File: src/rtl/i2c_reg_pkg.sv
package i2c_reg_pkg;
  localparam int REG_W = 16;
  localparam int CMD_W = 8;

  // Strobes from the byte controller to the register bank
  typedef struct packed {
    logic             setPtr;
    logic [CMD_W-1:0] ptrVal;
    logic             wrEn;
    logic [REG_W-1:0] wrData;
  } bank_cmd_t;
endpackage

File: src/rtl/i2c_reg_bank.sv
module i2c_reg_bank
  import i2c_reg_pkg::*;
#(
  parameter int               NUM_CH    = 8,
  parameter logic [7:0]       CH_BASE   = 8'h08,
  parameter logic [7:0]       CFG_CMD   = 8'h01,
  parameter logic [7:0]       STAT_CMD  = 8'h02,
  parameter logic [7:0]       BC_CMD    = 8'h03,
  parameter logic [7:0]       SWRST_CMD = 8'h04,
  parameter logic [REG_W-1:0] CFG_RST   = 16'h00FF,
  parameter logic [REG_W-1:0] STATUS_ID = 16'h0300
) (
  input  logic             clk,
  input  logic             rstN,
  input  bank_cmd_t        cmd,
  output logic [REG_W-1:0] rdData
);
  logic [CMD_W-1:0] ptr;
  logic [REG_W-1:0] cfgReg;
  logic [REG_W-1:0] bcReg;
  logic [NUM_CH-1:0][REG_W-1:0] chFlat;
  logic softRst;

  assign softRst = cmd.wrEn && (ptr == SWRST_CMD);

  always_ff @(posedge clk or negedge rstN) begin
    if (!rstN) ptr <= '0;
    else if (cmd.setPtr) ptr <= cmd.ptrVal;
  end

  always_ff @(posedge clk or negedge rstN) begin
    if (!rstN) begin
      cfgReg <= CFG_RST;
      bcReg  <= '0;
    end else if (softRst) begin
      cfgReg <= CFG_RST;
      bcReg  <= '0;
    end else if (cmd.wrEn) begin
      if (ptr == CFG_CMD) cfgReg <= cmd.wrData;
      if (ptr == BC_CMD)  bcReg  <= cmd.wrData;
    end
  end

  for (genvar i = 0; i < NUM_CH; i++) begin : g_ch
    localparam logic [CMD_W-1:0] CH_CMD = CMD_W'(CH_BASE + i);
    logic [REG_W-1:0] q;
    always_ff @(posedge clk or negedge rstN) begin
      if (!rstN) q <= '0;
      else if (softRst) q <= '0;
      else if (cmd.wrEn && ptr == CH_CMD) q <= cmd.wrData;
    end
    assign chFlat[i] = q;
  end

  always_comb begin
    rdData = '0;
    if (ptr == CFG_CMD)  rdData = cfgReg;
    if (ptr == STAT_CMD) rdData = STATUS_ID;
    if (ptr == BC_CMD)   rdData = bcReg;
    for (int i = 0; i < NUM_CH; i++)
      if (ptr == CMD_W'(CH_BASE + i)) rdData = chFlat[i];
  end


  strobe_excl_chk: assert property (@(posedge clk) disable iff (!rstN)
    $onehot0({cmd.setPtr, cmd.wrEn}));

  cfg_update_chk: assert property (@(posedge clk) disable iff (!rstN)
    !$stable(cfgReg) |-> $past(cmd.wrEn));

  ptr_update_chk: assert property (@(posedge clk) disable iff (!rstN)
    !$stable(ptr) |-> $past(cmd.setPtr));
endmodule

File: src/rtl/i2c_reg_ctrl.sv
module i2c_reg_ctrl
  import i2c_reg_pkg::*;
#(
  parameter logic [6:0] DEV_ADDR   = 7'h48,
  parameter logic [6:0] BCAST_ADDR = 7'h47
) (
  input  logic             clk,
  input  logic             rstN,
  input  logic             sclIn,
  input  logic             sdaIn,
  input  logic [REG_W-1:0] rdData,
  output bank_cmd_t        bankCmd,
  output logic             sdaOe
);
  typedef enum logic [2:0] {S_IDLE, S_RX, S_RXWAIT, S_RXACK, S_TX, S_TXACK} state_t;
  typedef enum logic [1:0] {ROLE_ADDR, ROLE_CMD, ROLE_MSB, ROLE_LSB} role_t;

  logic [1:0] sclSync, sdaSync;
  logic sclS, sdaS, sclPrev, sdaPrev;
  logic sclRise, sclFall, startCond, stopCond;
  state_t state;
  role_t role, nextRole;
  logic [3:0] bitCnt;
  logic [7:0] rxShift, txShift, msbHold;
  logic isRead, txLsb, mAck, ackNow;

  assign sclS      = sclSync[1];
  assign sdaS      = sdaSync[1];
  assign sclRise   = sclS & ~sclPrev;
  assign sclFall   = ~sclS & sclPrev;
  assign startCond = sclS & sclPrev & sdaPrev & ~sdaS;
  assign stopCond  = sclS & sclPrev & ~sdaPrev & sdaS;

  always_ff @(posedge clk or negedge rstN) begin
    if (!rstN) begin
      sclSync <= 2'b11; sdaSync <= 2'b11; sclPrev <= 1'b1; sdaPrev <= 1'b1;
    end else begin
      sclSync <= {sclSync[0], sclIn}; sdaSync <= {sdaSync[0], sdaIn};
      sclPrev <= sclS; sdaPrev <= sdaS;
    end
  end

  always_comb begin
    case (role)
      ROLE_ADDR: nextRole = ROLE_CMD;
      ROLE_CMD:  nextRole = ROLE_MSB;
      ROLE_MSB:  nextRole = ROLE_LSB;
      default:   nextRole = ROLE_MSB;
    endcase
    if (role == ROLE_ADDR)
      ackNow = (rxShift[7:1] == DEV_ADDR) || (rxShift[7:1] == BCAST_ADDR && !rxShift[0]);
    else
      ackNow = 1'b1;
  end

  always_ff @(posedge clk or negedge rstN) begin
    if (!rstN) begin
      state <= S_IDLE; role <= ROLE_ADDR; bitCnt <= '0; rxShift <= '0; txShift <= '0;
      msbHold <= '0; isRead <= 1'b0; txLsb <= 1'b0; mAck <= 1'b0; sdaOe <= 1'b0;
      bankCmd <= '0;
    end else begin
      bankCmd <= '0;
      if (startCond) begin
        state <= S_RX; role <= ROLE_ADDR; bitCnt <= '0; sdaOe <= 1'b0;
      end else if (stopCond) begin
        state <= S_IDLE; sdaOe <= 1'b0;
      end else begin
        case (state)
          S_RX: if (sclRise) begin
            rxShift <= {rxShift[6:0], sdaS};
            if (bitCnt == 4'd7) begin bitCnt <= '0; state <= S_RXWAIT; end
            else bitCnt <= bitCnt + 4'd1;
          end
          S_RXWAIT: if (sclFall) begin
            if (ackNow) begin sdaOe <= 1'b1; state <= S_RXACK; end
            else state <= S_IDLE;
            if (role == ROLE_ADDR) isRead <= rxShift[0];
            if (role == ROLE_CMD) begin bankCmd.setPtr <= 1'b1; bankCmd.ptrVal <= rxShift; end
            if (role == ROLE_MSB) msbHold <= rxShift;
          end
          S_RXACK: if (sclFall) begin
            if (role == ROLE_ADDR && isRead) begin
              txShift <= rdData[15:8]; sdaOe <= ~rdData[15];
              txLsb <= 1'b0; bitCnt <= '0; state <= S_TX;
            end else begin
              sdaOe <= 1'b0; state <= S_RX; role <= nextRole;
            end
            if (role == ROLE_LSB) begin
              bankCmd.wrEn <= 1'b1; bankCmd.wrData <= {msbHold, rxShift};
            end
          end
          S_TX: if (sclRise) bitCnt <= bitCnt + 4'd1;
                else if (sclFall) begin
                  if (bitCnt == 4'd8) begin sdaOe <= 1'b0; state <= S_TXACK; end
                  else sdaOe <= ~txShift[3'd7 - bitCnt[2:0]];
                end
          S_TXACK: if (sclRise) mAck <= ~sdaS;
                   else if (sclFall) begin
                     if (mAck && !txLsb) begin
                       txShift <= rdData[7:0]; sdaOe <= ~rdData[7];
                       txLsb <= 1'b1; bitCnt <= '0; state <= S_TX;
                     end else state <= S_IDLE;
                   end
          default: ;
        endcase
      end
    end
  end


  sda_scl_low_chk: assert property (@(posedge clk) disable iff (!rstN)
    !$stable(sdaOe) |-> !sclS);

  bcast_read_nack_chk: assert property (@(posedge clk) disable iff (!rstN)
    (state == S_RXWAIT && sclFall && !startCond && !stopCond && role == ROLE_ADDR
     && rxShift == {BCAST_ADDR, 1'b1}) |=> (!sdaOe && state == S_IDLE));

  foreign_addr_nack_chk: assert property (@(posedge clk) disable iff (!rstN)
    (state == S_RXWAIT && sclFall && !startCond && !stopCond && role == ROLE_ADDR
     && rxShift[7:1] != DEV_ADDR && rxShift[7:1] != BCAST_ADDR) |=> (!sdaOe && state == S_IDLE));

  read_end_chk: assert property (@(posedge clk) disable iff (!rstN)
    (state == S_TXACK && sclFall && txLsb && !startCond && !stopCond) |=> (state == S_IDLE && !sdaOe));
endmodule

File: src/rtl/i2c_reg_target.sv
module i2c_reg_target
  import i2c_reg_pkg::*;
#(
  parameter logic [6:0]       DEV_ADDR   = 7'h48,
  parameter logic [6:0]       BCAST_ADDR = 7'h47,
  parameter int               NUM_CH     = 8,
  parameter logic [REG_W-1:0] STATUS_ID  = 16'h0300
) (
  input  logic clk,
  input  logic rstN,
  input  logic sclIn,
  input  logic sdaIn,
  output logic sdaOe
);
  bank_cmd_t        bankCmd;
  logic [REG_W-1:0] rdData;

  i2c_reg_ctrl #(.DEV_ADDR(DEV_ADDR), .BCAST_ADDR(BCAST_ADDR)) uCtrl (
    .clk(clk), .rstN(rstN), .sclIn(sclIn), .sdaIn(sdaIn),
    .rdData(rdData), .bankCmd(bankCmd), .sdaOe(sdaOe)
  );

  i2c_reg_bank #(.NUM_CH(NUM_CH), .STATUS_ID(STATUS_ID)) uBank (
    .clk(clk), .rstN(rstN), .cmd(bankCmd), .rdData(rdData)
  );
endmodule

File: config.mk
export PLATFORM = sky130hd
export DESIGN_NAME = i2c_reg_target
export DESIGN_NICKNAME = d
export VERILOG_FILES = /design/src/rtl/i2c_reg_pkg.sv /design/src/rtl/i2c_reg_bank.sv /design/src/rtl/i2c_reg_ctrl.sv /design/src/rtl/i2c_reg_target.sv
export SDC_FILE = /design/constraint.sdc
export NUM_CORES = 1
export LEC_CHECK = 0
export BUFFER_PORTS_ARGS = -buffer_cell sky130_fd_sc_hd__buf_2
export CAP_MARGIN = 20
export CORE_MARGIN = 2
export CORE_UTILIZATION = 63
export CTS_CLUSTER_DIAMETER = 60
export DETAILED_ROUTE_END_ITERATION = 6
export GPL_ROUTABILITY_DRIVEN = 0
export PLACE_DENSITY = 0.81
export RECOVER_POWER = 50
export SYNTH_ARGS = -nofsm -noshare
export SYNTH_HDL_FRONTEND = slang
export SYNTH_SLANG_ARGS = --single-unit
File: constraint.sdc
create_clock -name clk -period 6.4 [get_ports clk]
set_clock_uncertainty 0.2 [all_clocks]
set_input_delay 1.28 -clock clk [delete_from_list [all_inputs] [get_ports clk]]
set_output_delay 1.28 -clock clk [all_outputs]
set_load 0.01 [all_outputs]
* After elaboration in Yosys (flattened, before gate mapping)
Cells that the tools add are included.
** Operators by class
- Add/subtract/negate cells :: 2
- $lt $le $gt $ge :: 1
- Equal/unequal tests :: 49
- Mux-type cells :: 101
- Bitwise logic cells :: 16
- Reductions and logical operators :: 44
** Operator list (count)
- 2-to-1 mux 16 bit :: 33
- == test 8 x 4 -> 1 bit (second input constant) :: 8
- 2-to-1 mux 26 bit :: 2
- 2-to-1 mux 17 bit :: 3
- 2-to-1 mux 4 bit :: 10
- 2-to-1 mux 8 bit :: 5
- 2-to-1 mux 3 bit :: 13
- != test 4 x 1 -> 1 bit (second input constant) :: 9
- nonzero test 2 bit :: 14
- 2-to-1 mux 9 bit :: 3
- 2-to-1 mux 1 bit :: 19
- != test 3 x 1 -> 1 bit (second input constant) :: 6
- AND reduction 9 bit :: 2
- == test 8 x 2 -> 1 bit (second input constant) :: 2
- one-hot mux 4 bit (4 select lines) :: 1
- one-hot mux 8 bit (2 select lines) :: 1
- one-hot mux 3 bit (5 select lines) :: 1
- == test 7 bit (second input constant) :: 2
- logical AND 1 bit :: 12
- 2-to-1 mux 2 bit :: 6
- != test 2 x 1 -> 1 bit (second input constant) :: 6
- AND reduction 4 bit :: 3
- AND reduction 10 bit :: 1
- AND reduction 5 bit :: 2
- 29 further kinds :: 49
** Word-level totals
- Register bits after elaboration :: 237
- Input port bits :: 4
- Output and inout port bits :: 1

* Logic depth before layout (Yosys ltp)
Gate-level depths: netlist of run 1.
- Word-level depth :: 19
- Gate-level depth with buffers :: 9
- Depth with buffers taken out :: 8

* Hierarchy
A second synthesis of run 1 with hierarchy kept.
** Unflattened totals
- Cell total of the unflattened synthesis :: 1146
- Area total of the unflattened synthesis :: 11840.1 um^2
** By module, submodules not included
- i2c_reg_bank :: times used 1, cells each 884, area each 8740.9 um^2
- i2c_reg_ctrl :: times used 1, cells each 262, area each 3099.2 um^2

* Worst setup path after synthesis of run 1
OpenSTA, ideal clock, no wires.
- Path kind :: register to register
- From :: register uCtrl.sclPrev
- To :: register uCtrl.state[1]
- Arrival :: 2.070 ns
- Setup slack :: 4.004 ns
- Stages on the path, launching flop included :: 7
- Path buffers :: 1
- Cells stage by stage :: dfstp_2 -> clkbuf_1 -> nand2_1 -> or2_2 -> a311o_1 -> o21bai_1 -> o32a_1
** Between the ends
- Longest elaborated chain between the ends :: 5
** RTL lines
- start, declared :: RTL line i2c_reg_ctrl.sv:19 : logic sclS, sdaS, sclPrev, sdaPrev;
- start signal, assigned :: RTL line i2c_reg_ctrl.sv:39 : sclPrev <= sclS; sdaPrev <= sdaS;
- AND 1 bit :: RTL line i2c_reg_ctrl.sv:31, i2c_reg_ctrl.sv:32
- AND 1 bit, on equally long branches (2 in series) :: RTL line i2c_reg_ctrl.sv:32, i2c_reg_ctrl.sv:31
- != test 4 bit (no source line) (tied with other cells)
- AND reduction 10 bit (no source line) or 2-to-1 mux 3 bit (tied branches)
- end signal, assigned :: RTL line i2c_reg_ctrl.sv:58 : state <= S_IDLE; role <= ROLE_ADDR; bitCnt <= '0; rxShift <= '0; txShift <= '0;
- end signal, assigned :: RTL line i2c_reg_ctrl.sv:64 : state <= S_RX; role <= ROLE_ADDR; bitCnt <= '0; sdaOe <= 1'b0;
- end signal, assigned :: RTL line i2c_reg_ctrl.sv:66 : state <= S_IDLE; sdaOe <= 1'b0;
- end, declared :: RTL line i2c_reg_ctrl.sv:21 : state_t state;
Parallel ways exist; a longest one is shown, timed or not.
A chain may end at the register's enable or synchronous reset.

* Final worst setup path of run 1
- From :: register uBank.ptr[3]
- To :: register uBank.g_ch[5].q[2]
** Between the ends
- Longest elaborated chain between the ends :: 3
** RTL lines
- start, declared :: RTL line i2c_reg_bank.sv:18 : logic [CMD_W-1:0] ptr;
- start signal, assigned :: RTL line i2c_reg_bank.sv:28 : else if (cmd.setPtr) ptr <= cmd.ptrVal;
- == test 8 x 3 -> 1 bit or == test 8 x 4 -> 1 bit (tied branches) :: RTL line i2c_reg_bank.sv:24, i2c_reg_bank.sv:50
- logical AND 1 bit, on equally long branches :: RTL line i2c_reg_bank.sv:24, i2c_reg_bank.sv:50
- 2-to-1 mux 16 bit or nonzero test 2 bit (tied branches)
- end signal, assigned :: RTL line i2c_reg_bank.sv:50 : else if (cmd.wrEn && ptr == CH_CMD) q <= cmd.wrData;
- end, declared :: RTL line i2c_reg_bank.sv:46 : logic [REG_W-1:0] q;
Parallel ways exist; a longest one is shown, timed or not.

==> results of run 1 <==
## synth_stat cells (all sizes together), types with 4 or more instances
cell    number
o21ai       51
a22o        20
o31ai        4
nor2       126
a31oi        8
o211ai      12
nor4         6
nand2      135
nor3        20
nor2b       13
a21o         5
dfstp       14
clkbuf      54
o22ai        5
a211oi       6
buf         33
dfrtp      223
nand4       10
and2        25
nand2b      13
nor3b        7
mux2i      118
a22oi        6
and3         5
inv          8
mux4         5
nand3       33
mux2        29
a21oi       83
## kinds of logic (layout without fill, tap and decap cells)
logic type / after synthesis / after routing / synth area share
xor+xnor: 2 / 2 / 0.00152
mux: 152 / 152 / 0.141
compound gates: 235 / 235 / 0.130
fa+ha+maj: 2 / 2 / 0.00217
flops: 237 / 237 / 0.516
buf+inv: 98 / 73 / 0.0380
simple gates: 407 / 407 / 0.172
## per-layer routing
metal,vias to the layer above,part of all wire,wire length [um],global-route usage
li1,3907,-,-,-
met1,4424,0.42,12400,0.447
met2,464,0.46,13700,0.465
met3,113,0.079,2370,0.0602
met4,0,0.049,1480,0.141
met5,-,0,0,0
## layout make-up
class                   instances  area (um^2)
multi-input cells             798         5150
inverters                      11         41.3
flip-flops and latches        237         5950
repair buffers                 15          156
fillers                      1314         5550
clock inverters                 6         30.0
clock buffers                  41          798
well taps                     229          287
## sequential cells by signal (all words and copies together) (netlist names), 3 cells and up
name and count:
uCtrl.bankCmd 26, uBank.cfgReg 16, uBank.bcReg 16, uCtrl.msbHold 8
uBank.ptr 8, uBank.g_ch.q 128, uCtrl.state 3, uCtrl.txShift 8
uCtrl.rxShift 8, uCtrl.bitCnt 4
## power by group
part / switching (uW) / internal (uW) / total (uW)
sequential: 51.1 / 1520 / 1580
combinational: 96.3 / 65.4 / 162
clock: 593 / 850 / 1440
total: 741 / 2440 / 3180
## critical path, cell delays in order, from the launching register on
cell and delay (ns):
dfrtp_1 0.33, clkbuf_1 1.28, clkinv_1 0.89, nor3_4 0.92, nand3_1 0.78, nand2_1 0.27, a21oi_1 0.10
## layout by cell type, fill, tap and decap left out, types with 6 or more instances in the layout
| cell | n |
|---|---|
| nand2_1 | 134 |
| clkbuf_16 | 27 |
| clkbuf_1 | 9 |
| a22oi_1 | 6 |
| nor2b_1 | 12 |
| clkinv_2 | 6 |
| o211ai_1 | 12 |
| a21oi_1 | 83 |
| inv_1 | 8 |
| nor2_1 | 125 |
| o21ai_0 | 51 |
| dfstp_2 | 11 |
| nor3_1 | 13 |
| dfrtp_1 | 222 |
| a22o_1 | 20 |
| clkbuf_8 | 7 |
| mux2_2 | 28 |
| nand4_1 | 8 |
| a31oi_1 | 8 |
| a211oi_1 | 6 |
| nand3_1 | 31 |
| and2_1 | 25 |
| mux2i_1 | 118 |
| nand2b_1 | 13 |
| nor3b_1 | 7 |
## worst paths after layout
check,startpoint,end,slack [ns],cells past startpoint
setup reg to reg,uBank.ptr[3],uBank.g_ch[5].q[2],1.49,6
hold reg to reg,uCtrl.sdaSync[0],uCtrl.sdaSync[1],0.16,0
hold / removal,uCtrl.sdaSync[0],uCtrl.sdaSync[1],0.16,0
max in group asynchronous,rstN,uBank.ptr[1],2.64,1
min in group asynchronous,rstN,uBank.g_ch[1].q[14],1.45,1
setup / recovery,uBank.ptr[3],uBank.g_ch[5].q[2],1.49,6
## stage by stage
stage               std cells  hold slack, ns  power (uW)  setup slack [ns]
finish                   1337           0.156        3180              1.49
global route             1337           0.161        3280              1.19
CTS                      1334           0.155        3190              2.25
detailed placement       1287           0.147        1760              2.27
global placement         1286           0.145        1760              2.38
floorplan                1133           0.145        1700              4.00
==> qor.yml, run 1 <==
status: "complete, but fails checks"
violations: "capacitance limit, slew limit"
drive_gt1_frac: 0.110
synth.area.top_cells: "dfrtp_1 (48%), mux2i_1 (10%), nand2_1 (4.4%)"
finish.utilization: 0.691
coreArea_um2: 18000
dr.pass1.iters: 6
grt.total_usage: 0.311
grt_max_degree: 123
cts-buffers-inserted: 26
start_util: 0.641
post-synth-top-area-cell: "dfrtp_1"
synthCells: 1133
wl_mm: 29.9
drc: 0
synth-main-ff-cell: "dfrtp_1"
ir_drop_v: 0.000326
dieArea_um2: 19400
clk_path_buf_depth: 3
relSlewSlack: -0.948
ys_seq_elements: 237
cp.arrival_ns: 5.12
hold_viol_final: 0
antennaDiodeCount: 0
cts_setup_buffers: 0
routedWlPerCell_um: 22.4
grt_pass1_wl_mm: 48.2
htree_num_levels: 1
critPathLaunchType: "flop"
setup_violations: 0
yosysTopAreaCellShare: 0.484
power_leakage_uw: 0.00589
cts-root-buf: "clkbuf_16"
grt_pass1_vias: 8685
yosysWarnings: 0
finalMaxSlewViolations: 150
period_share: 0.768
layout.nets: 1095
die_w_um: 139
syn-num-nets: 1139
maxCapViolCount: 2
ant_nets: 0
cts-resized-gates: 0
async_reset_ff_frac: 1.00
yosys.cell_types.count: 74
rsz0062_at_grt: "no"
clk_pin_slew_ns: 0.06
drt_iter0_drc: 1065
die_h_um: 139
cp_max_fo: 33
critPathKind: "flop to flop"
critPathRequiredTime_ns: 6.60
antenna_found_initial: 0
syn_area_um2: 11500
clock_sinks: 237
post_dp_cell_area_um2: 11600
synth-edff-count: 0
p_per_area_nw_per_um2: 256
setup_tns_ns: 0
stdcell_area_um2: 12400
rows: 49
viasPerCell: 6.66
cts_tree: "done"
worstMarginPinSlew_ns: 2.92
fmax_mhz: 204
hold_buffers: 0
min_path_type: "flop to flop"
hpwl_mm: 18.7
clk_latency_ns: 0.53
port_buffers: 4
area_growth_pct: 7.71
boundaryPins: 5
vias: 8908
cp-end-kind: "flop"
yosysSeqAreaShare: 0.516
min_period_ns: 4.91
syn_area_per_cell_um2: 10.2
overflow: 0
No activity file was read; power rests on OpenSTA's default activity.
==> inputs of run 2 (changes only) <==
--- a/config.mk
+++ b/config.mk
@@ -5,6 +5,7 @@
 export SDC_FILE = /design/constraint.sdc
 export NUM_CORES = 1
 export LEC_CHECK = 0
+export ABC_AREA = 1
 export BUFFER_PORTS_ARGS = -buffer_cell sky130_fd_sc_hd__buf_2
 export CAP_MARGIN = 20
 export CORE_MARGIN = 2
==> constraint.sdc (replaced) <==
create_clock -name clk -period 5.08 [get_ports clk]
set_clock_uncertainty 0.2 [all_clocks]
set_input_delay 1.016 -clock clk [delete_from_list [all_inputs] [get_ports clk]]
set_output_delay 1.016 -clock clk [all_outputs]
set_load 0.01 [all_outputs]
==> qor.yml, run 2 <==
status: "finished, final reports clean"  # was complete, but fails checks
ant_nets: 0  # unchanged
largest_register_ff_count: 128  # unchanged
routedWlPerCell_um: 17.9  # was 22.4 um
yosysWarnings: 0  # unchanged
min_period_ns: 2.73  # was 4.91 ns
cts_setup_buffers: 0  # unchanged
start_util: 0.640  # was 0.641
syn-num-nets: 1257  # was 1139
coreArea_um2: 16400  # was 18000 um^2
overflow: 0  # unchanged
synth-edff-count: 0  # unchanged
clk_path_buf_depth: 3  # unchanged
cts-buffers-inserted: 24  # was 26
cp.arrival_ns: 2.92  # was 5.12 ns
reg_top3: "uBank.g_ch.q: 128 flops, uCtrl.bankCmd: 26 flops"  # unchanged
drive_gt1_frac: 0.0910  # was 0.110
yosysMostFrequentCell: "nand2_1"  # was dfrtp_1
fmax_mhz: 367  # was 204 MHz
dp.cells: 1441  # was 1287
rows: 47  # was 49
area_growth_pct: 8.94  # was 7.71%
viasPerCell: 5.75  # was 6.66
synth.area.top_cells: "dfrtp_1 (53%), nand2_1 (14%), o21ai_1 (5.7%)"  # was dfrtp_1 (48%), mux2i_1 (10%), nand2_1 (4.4%)
yosysTopAreaCellShare: 0.532  # was 0.484
hold_buffers: 0  # unchanged
clk_pin_slew_ns: 0.06  # about the same
wl_mm: 26.6  # was 29.9 mm
layout.nets: 1253  # was 1095
ir_drop_v: 0.000292  # was 0.000326 V
grt_pass1_vias: 8358  # was 8685
grt_pass1_wl_mm: 43.2  # was 48.2 mm
cp-end-kind: "flop"  # unchanged
yosys-top-cells-count: "nand2_1 (380), dfrtp_1 (223), o21ai_1 (120), inv_1 (107), o21ai_0 (93)"  # was dfrtp_1 (223), nand2_1 (134), nor2_1 (125), mux2i_1 (118), a21oi_1 (83)
min_path_type: "flop to flop"  # unchanged
setup_tns_ns: 0  # unchanged
relSlewSlack: 0.0671  # was -0.948
critPathRequiredTime_ns: 5.28  # was 6.60 ns
syn_area_per_cell_um2: 8.39  # was 10.2 um^2
drc: 0  # unchanged
drt_iter0_drc: 876  # was 1065
final_common_cell: "nand2_1"  # was dfrtp_1
crit_chain: "nor2_1 -> nand2_2 -> inv_4 -> nand2_4 -> nor2_4 -> inv_2 -> o21ai_2 -> inv_2 -> nand2_1 -> o21ai_1"  # was clkbuf_1 -> clkinv_1 -> nor3_4 -> nand3_1 -> nand2_1 -> a21oi_1
hpwl_mm: 17.1  # was 18.7 mm
synth-main-ff-cell: "dfrtp_1"  # unchanged
hold_viol_final: 0  # unchanged
boundaryPins: 5  # unchanged
cts-resized-gates: 0  # unchanged
critPathLaunchType: "flop"  # unchanged
dieArea_um2: 17700  # was 19400 um^2
cp_slowest_stage_delay_ns: 0.41  # was 1.28 ns
setup_violations: 0  # unchanged
period_share: 0.536  # was 0.768
grt.total_usage: 0.312  # was 0.311
cts-root-buf: "clkbuf_16"  # unchanged
yosys.cell_types.count: 33  # was 74
clock_sinks: 237  # unchanged
dr.pass1.iters: 5  # was 6
cp_slowest_cell: "nor2_4"  # was clkbuf_1
die_h_um: 133  # was 139 um
htree_num_levels: 1  # unchanged
power_leakage_uw: 0.00519  # was 0.00589 uW
grt_max_degree: 140  # was 123
layout.cells.non_filler: 1484  # was 1337
vias: 8529  # was 8908
critPathKind: "flop to flop"  # unchanged
critical_path.most_common_cell: "inv_2"
clk_latency_ns: 0.54  # was 0.53 ns
worstMarginPinSlew_ns: 1.40  # was 2.92 ns
ys_seq_elements: 237  # unchanged
antenna_found_initial: 0  # unchanged
layout_common_cells: "nand2_1 (380), dfrtp_1 (223), o21ai_1 (120), inv_1 (107), o21ai_0 (93)"  # was dfrtp_1 (222), nand2_1 (134), nor2_1 (125), mux2i_1 (118), a21oi_1 (83)
stdcell_area_um2: 11400  # was 12400 um^2
die_w_um: 133  # was 139 um
post_dp_cell_area_um2: 10700  # was 11600 um^2
rsz0062_at_grt: "no"  # unchanged
port_buffers: 4  # unchanged
maxCapViolCount: 0  # was 2
cp_max_fo: 30  # was 33
async_reset_ff_frac: 1.00  # unchanged
cts_tree: "done"  # unchanged
syn_area_um2: 10500  # was 11500 um^2
synthCells: 1251  # was 1133
yosysSeqAreaShare: 0.567  # was 0.516
p_per_area_nw_per_um2: 356  # was 256 nW/um^2
antennaDiodeCount: 0  # unchanged
finalMaxSlewViolations: 0  # was 150
largest_register: "uBank.g_ch.q"  # unchanged
post-synth-top-area-cell: "dfrtp_1"  # unchanged
## run 2: cell count changes after synthesis, moves of 20 or more
cell / previous run / this run
a21oi_1: 83 / 29
a22o_1: 20 / 0
and2_1: 25 / 0
clkbuf_1: 53 / 17
inv_1: 8 / 107
mux2_2: 29 / 4
mux2i_1: 118 / 0
nand2_1: 134 / 380
nand4_1: 8 / 31
nor2_1: 125 / 80
o21ai_0: 51 / 93
o21ai_1: 0 / 120
## run 2: worst max-delay path, delay by kind of cell (launching register included)
kind | cells | cell delay (ns)
AO/OA/AOI/OAI | 2 | 0.32
buffers and inverters | 3 | 0.67
AND/OR/NAND/NOR | 5 | 1.00
flip-flops | 1 | 0.38
## run 2: stage by stage
step	worst slack (ns)	power, uW	hold WS [ns]	util
after floorplan	3.21	2200	0.145	-
after global placement	2.46	2290	0.150	0.649
after detailed placement	2.44	2300	0.149	0.649
after CTS	2.39	4090	0.158	0.698
after global routing	1.90	4200	0.168	0.697
final	2.35	4070	0.162	0.697
## run 2: per-layer routing
layer | part of all wire | up-vias | track usage
met5 | 0 | - | 0
met4 | 0.060 | 0 | 0.168
met3 | 0.075 | 96 | 0.0563
met2 | 0.46 | 350 | 0.485
met1 | 0.41 | 4052 | 0.423
li1 | - | 4031 | -
## run 2: path summary, 6_finish.rpt
kind,cells after the start,from,slack [ns],to
worst max-delay path,10,uBank.ptr[6],2.35,uBank.g_ch[7].q[0]
worst min-delay path,0,uCtrl.sclSync[0],0.16,uCtrl.sclSync[1]
worst max register to register,10,uBank.ptr[6],2.35,uBank.g_ch[7].q[0]
worst min register to register,0,uCtrl.sclSync[0],0.16,uCtrl.sclSync[1]
max in group asynchronous,2,rstN,2.48,uBank.g_ch[1].q[3]
min in group asynchronous,1,rstN,0.38,uBank.bcReg[13]
## run 2: cell families after synthesis
logic type,count (synthesis),synth area share
buffers and inverters,165,0.0625
DFF,237,0.567
and+or+nand+nor,591,0.241
adders and majority gates,2,0.00238
muxes,4,0.00429
AOI/OAI and AO/OA,252,0.123
## run 2: power breakdown
group	internal, uW	switching (uW)
registers	1940	40.6
clock network	1070	737
logic	82.8	205
## run 2: area by class of cell
class	instances	area [um^2]
Clock inverter	9	131
Inverter	127	479
Tap cell	220	275
Sequential cell	237	5950
Multi-Input combinational cell	849	3880
Clock buffer	34	668
Timing Repair Buffer	8	48.8
Fill cell	1265	4970
